### config.mk
export PLATFORM = sky130hd
export DESIGN_NAME = psc63_counter
export DESIGN_NICKNAME = d
export VERILOG_FILES = /design/src/rtl/psc63_pkg.sv /design/src/rtl/psc63_shuffle.sv /design/src/rtl/psc63_low.sv /design/src/rtl/psc63_mid.sv /design/src/rtl/psc63_high.sv /design/src/rtl/psc63_counter.sv
export SDC_FILE = /design/constraint.sdc
export NUM_CORES = 1
export LEC_CHECK = 0
export ABC_CLOCK_PERIOD_IN_PS = 1600
export BUFFER_PORTS_ARGS = -buffer_cell sky130_fd_sc_hd__buf_2
export CAP_MARGIN = 20
export CORE_AREA = 5 5 42 44
export DETAILED_ROUTE_END_ITERATION = 10
export DIE_AREA = 0 0 47 49
export PLACE_DENSITY = 0.37
export SLEW_MARGIN = 30
export SYNTH_ARGS = -nofsm -noshare
export SYNTH_HDL_FRONTEND = slang
export SYNTH_SLANG_ARGS = --single-unit
### constraint.sdc
create_clock -name vclk -period 1.6
set_input_delay 0.16 -clock vclk [all_inputs]
set_output_delay 0.16 -clock vclk [all_outputs]
set_load 0.05 [all_outputs]
### src/rtl/psc63_pkg.sv
package psc63_pkg;

    localparam int PAIRS  = 3;
    localparam int IN_W   = 2 * PAIRS;
    localparam int CNT_W  = 3;

    typedef enum int {
        MODE_EXACT = 0,
        MODE_LOW   = 1,
        MODE_MID   = 2
    } mode_e;

    typedef struct packed {
        logic both;
        logic any;
    } pair_t;

    typedef pair_t [PAIRS-1:0] pairs_t;

    typedef struct packed {
        logic w4;
        logic w2;
        logic w1;
    } cnt_t;

    function automatic logic maj3(input logic p, input logic q, input logic r);
        return (p & q) | (p & r) | (q & r);
    endfunction

endpackage

### src/rtl/psc63_shuffle.sv
module psc63_shuffle
    import psc63_pkg::*;
(
    input  logic [IN_W-1:0] x_i,
    output pairs_t          pr_o
);
    for (genvar g = 0; g < PAIRS; g++) begin : g_pair
        assign pr_o[g].both = x_i[2*g+1] & x_i[2*g];
        assign pr_o[g].any  = x_i[2*g+1] | x_i[2*g];
    end
endmodule

### src/rtl/psc63_low.sv
module psc63_low
    import psc63_pkg::*;
#(
    parameter int APPROX = 0
) (
    input  pairs_t pr_i,
    output logic   w1_o
);
    localparam logic KEEP_FULL = (APPROX == MODE_EXACT);

    logic any_par;
    logic both_par;

    always_comb begin
        any_par  = 1'b0;
        both_par = 1'b0;
        for (int k = 0; k < PAIRS; k++) begin
            any_par  = any_par ^ pr_i[k].any;
            both_par = both_par ^ pr_i[k].both;
        end
        w1_o = any_par ^ (both_par & KEEP_FULL);
    end
endmodule

### src/rtl/psc63_mid.sv
module psc63_mid
    import psc63_pkg::*;
#(
    parameter int APPROX = 0
) (
    input  pairs_t pr_i,
    output logic   w2_o
);
    if (APPROX == MODE_MID) begin : g_apx
        assign w2_o = (pr_i[0].both | pr_i[1].both | pr_i[2].both)
                    ^ maj3(pr_i[0].any, pr_i[1].any, pr_i[2].any);
    end else begin : g_full
        logic [PAIRS-1:0] odd;
        for (genvar g = 0; g < PAIRS; g++) begin : g_odd
            assign odd[g] = pr_i[g].any ^ pr_i[g].both;
        end
        assign w2_o = (pr_i[0].both ^ pr_i[1].both ^ pr_i[2].both)
                    ^ maj3(odd[0], odd[1], odd[2]);
    end
endmodule

### src/rtl/psc63_high.sv
module psc63_high
    import psc63_pkg::*;
(
    input  pairs_t pr_i,
    output logic   w4_o
);
    logic [PAIRS-1:0] odd;
    logic full_hi;
    logic full_lo;
    logic odd_carry;

    for (genvar g = 0; g < PAIRS; g++) begin : g_odd
        assign odd[g] = pr_i[g].any ^ pr_i[g].both;
    end

    assign full_hi   = maj3(pr_i[0].both, pr_i[1].both, pr_i[2].both);
    assign full_lo   = pr_i[0].both ^ pr_i[1].both ^ pr_i[2].both;
    assign odd_carry = maj3(odd[0], odd[1], odd[2]);
    assign w4_o      = full_hi | (full_lo & odd_carry);
endmodule

### src/rtl/psc63_counter.sv
module psc63_counter
    import psc63_pkg::*;
#(
    parameter int APPROX = 0
) (
    input  logic [5:0] x_i,
    output logic       cnt1_o,
    output logic       cnt2_o,
    output logic       cnt4_o
);
    pairs_t pr;
    cnt_t   res;

    psc63_shuffle u_shuf (.x_i(x_i), .pr_o(pr));

    psc63_low  #(.APPROX(APPROX)) u_low  (.pr_i(pr), .w1_o(res.w1));
    psc63_mid  #(.APPROX(APPROX)) u_mid  (.pr_i(pr), .w2_o(res.w2));
    psc63_high                    u_high (.pr_i(pr), .w4_o(res.w4));

    assign cnt1_o = res.w1;
    assign cnt2_o = res.w2;
    assign cnt4_o = res.w4;
endmodule

* Word level (Yosys, flattened, before mapping)
Index checks and enable logic that the tools add are counted.
** Word-level totals
- Register bits after elaboration :: 0
- Input port bits :: 6
- Output and inout port bits :: 3
- Word-level logic and storage cells :: 27
** Operators by class
- Bitwise operators :: 27
** Operators by type and width (count)
- 1-bit AND :: 10
- 1-bit XOR :: 9
- 1-bit bitwise OR :: 8

* Logic depth before layout (Yosys ltp)
- Word-level depth :: 7
- Depth in mapped cells :: 5
- Gate-level depth less buffers :: 5

* Hierarchy
Synthesis repeated with hierarchy kept, for this count alone.
** Unflattened totals
- Cell total of the unflattened synthesis :: 27
- Area, all modules :: 229.0 um2
** By module, submodules not included
- psc63_mid :: instances 1, cells an instance 10, area an instance 67.6 um2, seq. area each 0.0 um2
- psc63_high :: instances 1, cells an instance 7, area an instance 63.8 um2, seq. area each 0.0 um2
- psc63_low :: instances 1, cells an instance 4, area an instance 56.3 um2, seq. area each 0.0 um2
- psc63_shuffle :: instances 1, cells an instance 6, area an instance 41.3 um2, seq. area each 0.0 um2

* Least setup slack after synthesis
No wires, ideal clock.
- Kind :: input to output
- From :: in x_i[0]
- To :: out cnt1_o
- Arrival :: 1864 ps
- Data required time :: 1440 ps
- Path slack :: -424 ps
- Cell stages on the path :: 4
- Path buffers :: 0
- Cells stage by stage :: ha_1 -> fa_1 -> xnor2_1 -> xnor2_1
** On the way
- Cells in the longest elaborated chain, start to end :: 4
- Elaborated cells on any way between the ends :: 7
- Those cells by class :: 7 x bitwise
** RTL lines
- start, declared :: line psc63_counter.sv:6 : input logic [5:0] x_i,
- 1-bit bitwise OR / 1-bit AND (equally long branches) :: line psc63_shuffle.sv:9, psc63_shuffle.sv:8
- 1-bit XOR, on equally long branches (2 in a row) :: line psc63_low.sv:18, psc63_low.sv:19
- 1-bit XOR * :: line psc63_low.sv:21 : w1_o = any_par ^ (both_par & KEEP_FULL);
- end, declared :: line psc63_counter.sv:7 : output logic cnt1_o,
Every way passes the cells marked *; elsewhere a longest branch is shown, timed or not.

* Final worst setup path
- From :: in x_i[5]
- To :: out cnt4_o
** On the way
- Cells in the longest elaborated chain, start to end :: 7
- Elaborated cells on any way between the ends :: 14
- Those cells by class :: 14 x bitwise
** RTL lines
- 1-bit bitwise OR / 1-bit AND (equally long branches) :: line psc63_shuffle.sv:9, psc63_shuffle.sv:8
- 1-bit XOR :: line psc63_high.sv:13 : assign odd[g] = pr_i[g].any ^ pr_i[g].both;
- 1-bit AND :: line psc63_pkg.sv:27 : return (p & q) | (p & r) | (q & r);
- 1-bit bitwise OR (2 in a row) :: line psc63_pkg.sv:27
- 1-bit AND :: line psc63_high.sv:19 : assign w4_o = full_hi | (full_lo & odd_carry);
- 1-bit bitwise OR * :: line psc63_high.sv:19
- end, declared :: line psc63_counter.sv:9 : output logic cnt4_o
Marked as above.

==> load_flow_metrics.sql <==
INSERT INTO impl_metrics (metric_group, metric, value, unit) VALUES
('status', 'run_status', 'finished, violations left', ''),
('status', 'failed_checks', 'setup timing', ''),
('drt', 'drcViolationCount', '0', ''),
('finish', 'ffs_latches', '0', ''),
('global_routing', 'grt_pass1_vias', '156', ''),
('finish', 'finalInstanceArea', '380', 'um2'),
('floorplan', 'floorplan.rows', '14', ''),
('global_routing', 'gr-usage-all-layers', '0.0281', ''),
('finish', 'num-clock-buffers', '0', ''),
('power', 'power_per_standard_cell_area', '641', 'nW/um2'),
('synthesis', 'yosysWarnings', '0', ''),
('finish', 'final_core_utilization', '0.271', ''),
('drt', 'vias_per_cell', '3.13', ''),
('synthesis', 'sequential_element_share_of_the_synthesized_area', '0', ''),
('synthesis', 'yosysMostFrequentCell', 'ha_1', ''),
('critical_path', 'critical_path_required', '1440', 'ps'),
('critical_path', 'cp-start-kind', 'input port', ''),
('floorplan', 'die_width', '47', 'um'),
('min_path', 'hold_class', 'in2out', ''),
('drt', 'total_vias_in_the_final_route', '141', ''),
('critical_path', 'path_max_fanout', '2', ''),
('sta', 'remaining_max_slew_budget_at_the_tightest_pin', '0.874', ''),
('synthesis', 'netlist.top_cell.by_area', 'ha_1', ''),
('sta', 'fraction_of_the_cycle_the_final_worst_path_needs', '1.04', ''),
('clocking', 'cts_hold_repair.buffers', '0', ''),
('finish', 'finish.net_count', '45', ''),
('global_routing', 'pin_count_of_the_biggest_net_entering_global_routing', '3', ''),
('critical_path', 'critical_path_arrival', '1510', 'ps'),
('drt', 'finalWirelength', '331', 'um'),
('finish', 'layout_cell_share_with_drive_strength_beyond_1', '0.655', ''),
('global_routing', 'initial_antenna_violation_count', '0', ''),
('sta', 'rsz0062_at_grt', 'yes', ''),
('global_routing', 'grt_pass1_wl', '531', 'um'),
('clocking', 'post_cts_buffers', '0', ''),
('synthesis', 'synth_top_area_frac', '0.507', ''),
('placement', 'port-buffer-count', '9', ''),
('global_routing', 'grt_overflow', '0', ''),
('finish', 'antenna-diode-count', '0', ''),
('synthesis', 'synth_area', '173', 'um2'),
('critical_path', 'worst_setup_path_type', 'in2out', ''),
('synthesis', 'post_synth_main_area_contributors', 'ha_1 51%, xnor2_1 15%, inv_1 13%', ''),
('synthesis', 'avgSynthCellArea', '9.09', 'um2'),
('critical_path', 'endpoint_kind', 'output pin', ''),
('drt', 'ant_nets', '0', ''),
('floorplan', 'floorplan.io_pins', '9', ''),
('placement', 'globalplace.congestion', '0.725', ''),
('synthesis', 'synth.lib_cells_used.distinct', '6', ''),
('finish', 'seq_area', '0', 'um2'),
('floorplan', 'die_area', '2300', 'um2'),
('synthesis', 'post_synthesis_net_count', '33', ''),
('sta', 'worst_pin_slew', '188', 'ps'),
('synthesis', 'post_synth_inst_count', '19', ''),
('sta', 'setup_viol', '3', ''),
('drt', 'detail_routed_net_length_per_standard_cell', '7.36', 'um'),
('sta', 'hold-worst-slack', '940', 'ps'),
('placement', 'placed_area', '274', 'um2'),
('run', 'cap_viol_max_count', '0', ''),
('floorplan', 'die_height', '49', 'um'),
('power', 'vdd.ir_drop.worst', '0.420', 'mV'),
('floorplan', 'floorplan.initialDensity', '0.123', ''),
('sta', 'final.setup.worst_slack', '-68.7', 'ps'),
('sta', 'finalHoldViolCount', '0', ''),
('sta', 'final-max-slew-violation-count', '0', ''),
('synthesis', 'synth.top_cells.by_count', '7 x ha_1, 6 x inv_1, 3 x xnor2_1', ''),
('power', 'power.leakage', '0.177', 'nW'),
('finish', 'relative_area_change_from_synthesis_to_final_layout', '120', '%'),
('power', 'post-layout-total-power', '0.244', 'mW'),
('drt', 'firstDrtPassIters', '1', ''),
('sta', 'finalCriticalPeriod', '1670', 'ps'),
('drt', 'drtIter0Drc', '0', ''),
('floorplan', 'core_region_area', '1400', 'um2'),
('sta', 'clock.fmax', '599', 'MHz');
timing repair:
action | 4_1_cts | 5_1_grt
gates resized for setup | 20 | 4
pin swaps | 7 | 1
setup endpoints to repair | 3 | 3
gates cloned | 0 | 0
cells in the final DEF, fill, tap and decap left out:
master	Yosys	routed
buf_2	0	2
buf_4	0	1
buf_6	0	5
buf_8	0	2
fa_2	0	1
ha_1	7	3
ha_2	0	1
ha_4	0	3
inv_1	6	6
maj3_2	0	1
or2_4	0	1
xnor2_1	3	1
xnor2_4	0	2
where the power goes:
part	switching (mW)	internal (mW)	total [mW]
combinational	0.127	0.116	0.244
sequential	0	0	0
clock	0	0	0
total	0.127	0.116	0.244
critical path, stage by stage:
cell,delay (ps)
buf_8,100
ha_4,150
fa_2,520
ha_2,200
or2_4,230
buf_8,150
per-stage QoR:
step                      instances  worst slack (ps)  TNS (ps)
after floorplan                  19             -31.7     -35.6
after global placement           45              -285      -680
after detailed placement         45              -281      -684
after CTS                        45             -98.0      -205
after global routing             45             -89.4      -244
final                            45             -68.7      -187
area by class of cell:
class	count	area [um2]
inverters	6	22.5
fillers	144	1020
well taps	16	20.0
multi-input cells	13	234
repair buffers	10	104
cells by family (layout without fill, tap and decap cells):
kind of cell	after synthesis	after routing	share of synthesized area
fa+ha+maj	9	9	0.681
buf+inv	6	16	0.130
xor+xnor	3	3	0.152
simple gates	1	1	0.0363
path summary, 6_finish.rpt:
kind,from,to,slack (ps),cells past startpoint
max,x_i[5],cnt4_o,-70,6
min,x_i[2],cnt4_o,940,5
routing by layer:
metal / part of all wire / GRT usage / vias to the layer above / wire length, um
met3: 0.063 / 0.00369 / 0 / 21
met1: 0.34 / 0.0284 / 61 / 114
met4: 0 / 0 / 0 / 0
met2: 0.59 / 0.0588 / 4 / 195
met5: 0 / 0 / - / 0
li1: - / - / 76 / -
Power figures use the tool's default switching activity.
